<file path="src/rtl/cea_pkg.sv">
package cea_pkg;
  localparam int WGT_W = 8;

  typedef enum logic [2:0] {
    CMD_IDLE  = 3'd0,
    CMD_ACT   = 3'd1,
    CMD_PRE   = 3'd2,
    CMD_RD    = 3'd3,
    CMD_WR    = 3'd4,
    CMD_REF   = 3'd5
  } cmd_e;

  typedef struct packed {
    logic [WGT_W-1:0] wr;
    logic [WGT_W-1:0] rd;
    logic [WGT_W-1:0] act;
  } weights_t;
endpackage

</file>
<file path="src/rtl/cea_weight_regs.sv">
module cea_weight_regs
  import cea_pkg::*;
(
  input  logic        clk,
  input  logic        rst,
  input  logic        we,
  input  logic [31:0] wdata,
  output weights_t    wgt,
  output logic [31:0] rdata
);
  weights_t wgt_q;

  always_ff @(posedge clk) begin
    if (rst) begin
      wgt_q <= '0;
    end else if (we) begin
      wgt_q.act <= wdata[7:0];
      wgt_q.rd  <= wdata[15:8];
      wgt_q.wr  <= wdata[23:16];
    end
  end

  assign wgt   = wgt_q;
  assign rdata = {8'h00, wgt_q.wr, wgt_q.rd, wgt_q.act};

  // weights only move on a write strobe
  p_hold_r7: assert property (@(posedge clk) disable iff (rst)
    !we |=> $stable(wgt_q));
  // write lands in the documented field positions
  p_field_r3: assert property (@(posedge clk) disable iff (rst)
    we |=> rdata == {8'h00, $past(wdata[23:0])});
endmodule

</file>
<file path="src/rtl/cea_window_timer.sv">
module cea_window_timer #(
  parameter int WIN_W = 16
) (
  input  logic             clk,
  input  logic             rst,
  input  logic [WIN_W-1:0] win_len,
  output logic             win_end
);
  logic [WIN_W-1:0] cnt_q;

  assign win_end = (win_len <= 1) || (cnt_q >= win_len - 1'b1);

  always_ff @(posedge clk) begin
    if (rst)          cnt_q <= '0;
    else if (win_end) cnt_q <= '0;
    else              cnt_q <= cnt_q + 1'b1;
  end

  // a window close always restarts the count
  p_restart_r9: assert property (@(posedge clk) disable iff (rst)
    win_end |=> cnt_q == '0);
endmodule

</file>
<file path="src/rtl/cea_accum.sv">
module cea_accum #(
  parameter int SUM_W = 16,
  parameter int ADD_W = 8
) (
  input  logic             clk,
  input  logic             rst,
  input  logic [ADD_W-1:0] cost,
  input  logic             win_end,
  output logic [SUM_W-1:0] total,
  output logic [SUM_W-1:0] sample,
  output logic             done
);
  localparam logic [SUM_W-1:0] MAX_V = {SUM_W{1'b1}};

  logic [SUM_W-1:0] sum_q, smp_q;
  logic             done_q;
  logic [SUM_W:0]   wide;

  assign wide = {1'b0, sum_q} + (SUM_W+1)'(cost);

  always_ff @(posedge clk) begin
    if (rst) begin
      sum_q  <= '0;
      smp_q  <= '0;
      done_q <= 1'b0;
    end else begin
      done_q <= win_end;
      if (win_end) begin
        smp_q <= sum_q;
        sum_q <= SUM_W'(cost);
      end else begin
        sum_q <= wide[SUM_W] ? MAX_V : wide[SUM_W-1:0];
      end
    end
  end

  assign total  = sum_q;
  assign sample = smp_q;
  assign done   = done_q;

  // inside a window the total never goes down
  p_monotonic_r8: assert property (@(posedge clk) disable iff (rst)
    !win_end |=> sum_q >= $past(sum_q));
  // once saturated the total stays pinned
  p_no_overflow_r8: assert property (@(posedge clk) disable iff (rst)
    (sum_q == MAX_V && !win_end) |=> sum_q == MAX_V);
  // sample captures the closing total
  p_sample_r9: assert property (@(posedge clk) disable iff (rst)
    win_end |=> (smp_q == $past(sum_q)) && done_q);
endmodule

</file>
<file path="src/rtl/cmd_energy_acc.sv">
module cmd_energy_acc
  import cea_pkg::*;
#(
  parameter int SUM_W = 16,
  parameter int WIN_W = 16
) (
  input  logic             clk,
  input  logic             rst,
  input  logic             cfg_we,
  input  logic [31:0]      cfg_wdata,
  output logic [31:0]      cfg_rdata,
  input  logic [WIN_W-1:0] win_len,
  input  logic             cmd_valid,
  input  logic [2:0]       cmd_code,
  output logic [SUM_W-1:0] energy_total,
  output logic [SUM_W-1:0] win_sample,
  output logic             win_done
);
  weights_t         wgt;
  logic [WGT_W-1:0] cost;
  logic             win_end;

  cea_weight_regs u_wgt (
    .clk(clk), .rst(rst), .we(cfg_we), .wdata(cfg_wdata),
    .wgt(wgt), .rdata(cfg_rdata)
  );

  cea_window_timer #(.WIN_W(WIN_W)) u_win (
    .clk(clk), .rst(rst), .win_len(win_len), .win_end(win_end)
  );

  always_comb begin
    cost = '0;
    if (cmd_valid) begin
      case (cmd_code)
        CMD_ACT: cost = wgt.act;
        CMD_RD:  cost = wgt.rd;
        CMD_WR:  cost = wgt.wr;
        default: cost = '0;
      endcase
    end
  end

  cea_accum #(.SUM_W(SUM_W), .ADD_W(WGT_W)) u_acc (
    .clk(clk), .rst(rst), .cost(cost), .win_end(win_end),
    .total(energy_total), .sample(win_sample), .done(win_done)
  );

  // a precharge or refresh leaves the total unchanged
  p_free_cmd_r5: assert property (@(posedge clk) disable iff (rst)
    (cmd_valid && (cmd_code == CMD_PRE || cmd_code == CMD_REF) && !win_end)
      |=> energy_total == $past(energy_total));
  // after reset weights are zero, so a first command adds nothing
  p_zero_after_reset_r2: assert property (@(posedge clk)
    ($past(rst) && !rst && !win_end) |=> energy_total == '0);
endmodule

</file>
<file path="config.mk">
export PLATFORM = sky130hd
export DESIGN_NAME = cmd_energy_acc
export DESIGN_NICKNAME = d
export VERILOG_FILES = /design/src/rtl/cea_pkg.sv /design/src/rtl/cea_weight_regs.sv /design/src/rtl/cea_window_timer.sv /design/src/rtl/cea_accum.sv /design/src/rtl/cmd_energy_acc.sv
export SDC_FILE = /design/constraint.sdc
export NUM_CORES = 1
export LEC_CHECK = 0
export BUFFER_PORTS_ARGS = -buffer_cell sky130_fd_sc_hd__buf_4
export CAP_MARGIN = 10
export CORE_ASPECT_RATIO = 0.7
export CORE_UTILIZATION = 30
export CTS_CLUSTER_DIAMETER = 200
export DETAILED_ROUTE_END_ITERATION = 10
export PLACE_DENSITY = 0.53
export SLEW_MARGIN = 10
export SYNTH_ARGS = -nofsm -noshare
export SYNTH_HDL_FRONTEND = slang
export SYNTH_HIERARCHICAL = 1
export SYNTH_SLANG_ARGS = --single-unit
</file>
<file path="constraint.sdc">
create_clock -name clk -period 3.5 [get_ports clk]
set_clock_uncertainty 0.15 [all_clocks]
set_input_delay 0.175 -clock clk [delete_from_list [all_inputs] [get_ports clk]]
set_output_delay 0.175 -clock clk [all_outputs]
set_load 0.005 [all_outputs]
</file>
==> impl_results.md <==
- WP data required: around 3500 ps
- Fin crit period: 3210 ps
- Least-Margin Pin Slew: roughly 550 ps
- F_max: 0.312 GHz
- CTS tree: yes
- Vias in the first global route: 3390
- Core area: 0.0140 mm2
- Cell taking the most area after synthesis: dfxtp_1
- Lkg Pwr: 2.47 nW
- Placed instance count: 715
- GRT Residual Overflow: 0
- Synthesized area: 0.00432 mm2
- GR Util All Layers: around 15%
- Unrepaired setup endpoints after global routing: false
- Crit path max fanout: 20
- Number of antenna diodes: 0
- Die height: 102 um
- Num CTS Buffers: 9
- CP startpoint kind: input pin
- Outcome: finished clean
- Final Hold Fails: 0
- First-pass GRT wire length: 17.4 mm
- Post-DR wirelength/cell: 14.3 um
- Clock Tree Buf Depth: 2
- Sequential area share after synthesis: 33.8%
- Worst rel slew slack: 63.6%
- Seq cells post-synth: 73
- Clock sinks: 73
- Starting density of the core: 30.9%
- Worst-path clk slew: 60 ps
- Post-synthesis xor/xnor area fraction: 6.69%
- Vias/cell: 4.60
- Port Buffer Count: just over 100
- Hold Path Class: in2reg
- # rows: 36
- Max-cap check violation count: 0
- Die Wd: 145 um
- CTS H-Tree Depth: 3
- Synth area leaders: dfxtp_1 (34%), mux2i_1 (11%), ha_1 (7.8%), buf_4 (5.7%), xnor2_1 (5.3%)
- FF-to-FF path depth: 10
- Post-synth top area share: 33.8%
- Period Utilization, post-route: approximately nine tenths
- Top-count cell post-synth: dfxtp_1
- Post-DRT Antenna Nets: 0
- Worst-skew pair later-pin latency: 330 ps
- CTS root buf: clkbuf_16
- Post-Syn Instances: 450
- Largest family of logic cells by synthesized area: simple AND/OR/NAND/NOR gates
- Mux cell area share after synthesis: 11.4%
- Post-synthesis compound-gate area fraction: 10.1%
- Layout cells sized above 1: 28.5%
- Finished Cell Area: 0.00561 mm2
- Number of synthesized flops with an enable pin: 0
- CP arrival: around 3300 ps
- DP Wirelength: just over 8 mm
- DIE AREA: 0.0149 mm2
- TritonRoute pass-1 iters: 4
- Total power: 2.01 mW
- Commonest cells post-synth: dfxtp_1 (73), nor2_1 (57), mux2i_1 (49), buf_4 (33), ha_1 (27)
- Final nets: around 640
- Slew Limit Fails: 0
- Distinct cells, synth: 63
- Initial DRC Count: between 90 and 100
- Initial antenna violation count: 0
- Power per cell area: 359 mW/mm2
- Main flop type after synthesis: dfxtp_1
- Post-route insts no fill: 755
- I/O pins: between 100 and 150
- Worst setup EP type: flip-flop
- Vias: 3472
- Setup TNS: 0 ps
- DRC viols: 0
- Synth Area in Simple Gates: 20.1%
- Setup CP Type: in2reg
- Largest net degree at the start of global routing: a little under 50
- Ys Warns: 6
- Syn Area/Cell: 9.60 um2
- Layout area overhead: 30.0%
- Final setup viols: 0
- Placed Area: 0.00508 mm2
- Post-CTS Setup Bufs: 0
- Synth async-reset ratio: 0%
- Post-Synth Adder-Cell Area: about 8.3%
- Dpl ws: -109 ps
- GPL Wtd Cong: a little under 0.8
- Max VDD drop: 0.208 mV
- Worst hold path stage count: 2
- PnR worst setup slack: 291 ps
- Final wirelength: 10.8 mm
-- path summary, 6_finish.rpt --
path	slack (ps)	end	start
min	160	u_acc/sample[13]$_SDFFE_PP0P_	rst
max	290	u_acc/sample[0]$_SDFFE_PP0P_	win_len[12]
max reg2reg	550	u_acc/total[5]$_SDFF_PP0_	u_wgt/rdata[8]$_SDFFE_PP0P_
min reg2reg	340	u_acc/sample[8]$_SDFFE_PP0P_	u_acc/sample[8]$_SDFFE_PP0P_
-- flip-flops by register name, summed over array words and instances (netlist names) --
| signal | cells |
|---|---|
| u_acc/done | 1 |
| u_acc/sample | 16 |
| u_win/cnt_q | 16 |
| u_wgt/rdata | 24 |
| u_acc/total | 16 |
-- worst max-delay path: stages --
cell      delay [ps]
buf_4            110
or3_1            420
nor3_2           210
nor2b_1          200
xnor2_1           90
ha_1             330
nand4_2          150
nor3_2           270
or4b_4           500
nand3b_1         180
buf_12           210
buf_4            160
mux2i_1          170
nor2_1            50
-- stage by stage --
stage / hold WS (ps) / utilization [%]
final: 164 / 40.2
after global routing: 178 / 40.2
after CTS: 158 / 40.2
after detailed placement: 268 / 36.4
after global placement: 257 / 36.4
after floorplan: 97.4 / -
-- per-layer routing --
layer | GRT usage [%] | share of wire, % | routed length (um) | vias up
li1 | - | - | - | 1775
met1 | 20.3 | 53 | 5680 | 1609
met2 | 23.4 | 42 | 4580 | 83
met3 | 4.20 | 4.5 | 490 | 5
met4 | 3.32 | 0.51 | 55 | 0
met5 | 0 | 0 | 0 | -
-- layout make-up --
class | count | area [um2]
Multi-Input combinational cell | 326 | 2470
Tap cell | 190 | 238
Fill cell | 1404 | 8350
Inverter | 12 | 45.0
Timing Repair Buffer | 138 | 1110
Clock inverter | 3 | 40.0
Sequential cell | 73 | 1460
Clock buffer | 13 | 250
-- report_power, final --
group | total, mW | internal, mW | leakage, nW | switching [mW]
clock | 0.904 | 0.570 | 0.144 | 0.334
combinational | 0.233 | 0.126 | 1.73 | 0.107
sequential | 0.877 | 0.854 | 0.594 | 0.0232
-- repair_timing --
action                                 in CTS  in global routing
hold buffers                               24                  0
resized for setup                           0                  1
endpoints found under the hold margin      24                  0
setup endpoints to repair                   0                  3
-- cells by family after synthesis --
kind of cell | Yosys count
and+or+nand+nor | 155
other | 1
AOI/OAI and AO/OA | 53
xor gates and xnor gates | 33
muxes | 49
buffers and inverters | 58
adders and majority gates | 28
DFF | 73
-- cell usage in the layout (no fill, tap or decap), types with 12 or more instances in the layout --
cell           synthesis  final
buf_4                 33    113
ha_1                  27     27
dlygate4sd3_1          0     24
dfxtp_1               73     73
nor3_1                14     14
mux2i_1               49     49
nor3_2                13     13
xnor2_1               26     26
nand2_1               23     23
nor2_1                57     56
inv_1                 12     12
(Power assumes the default switching activity.)
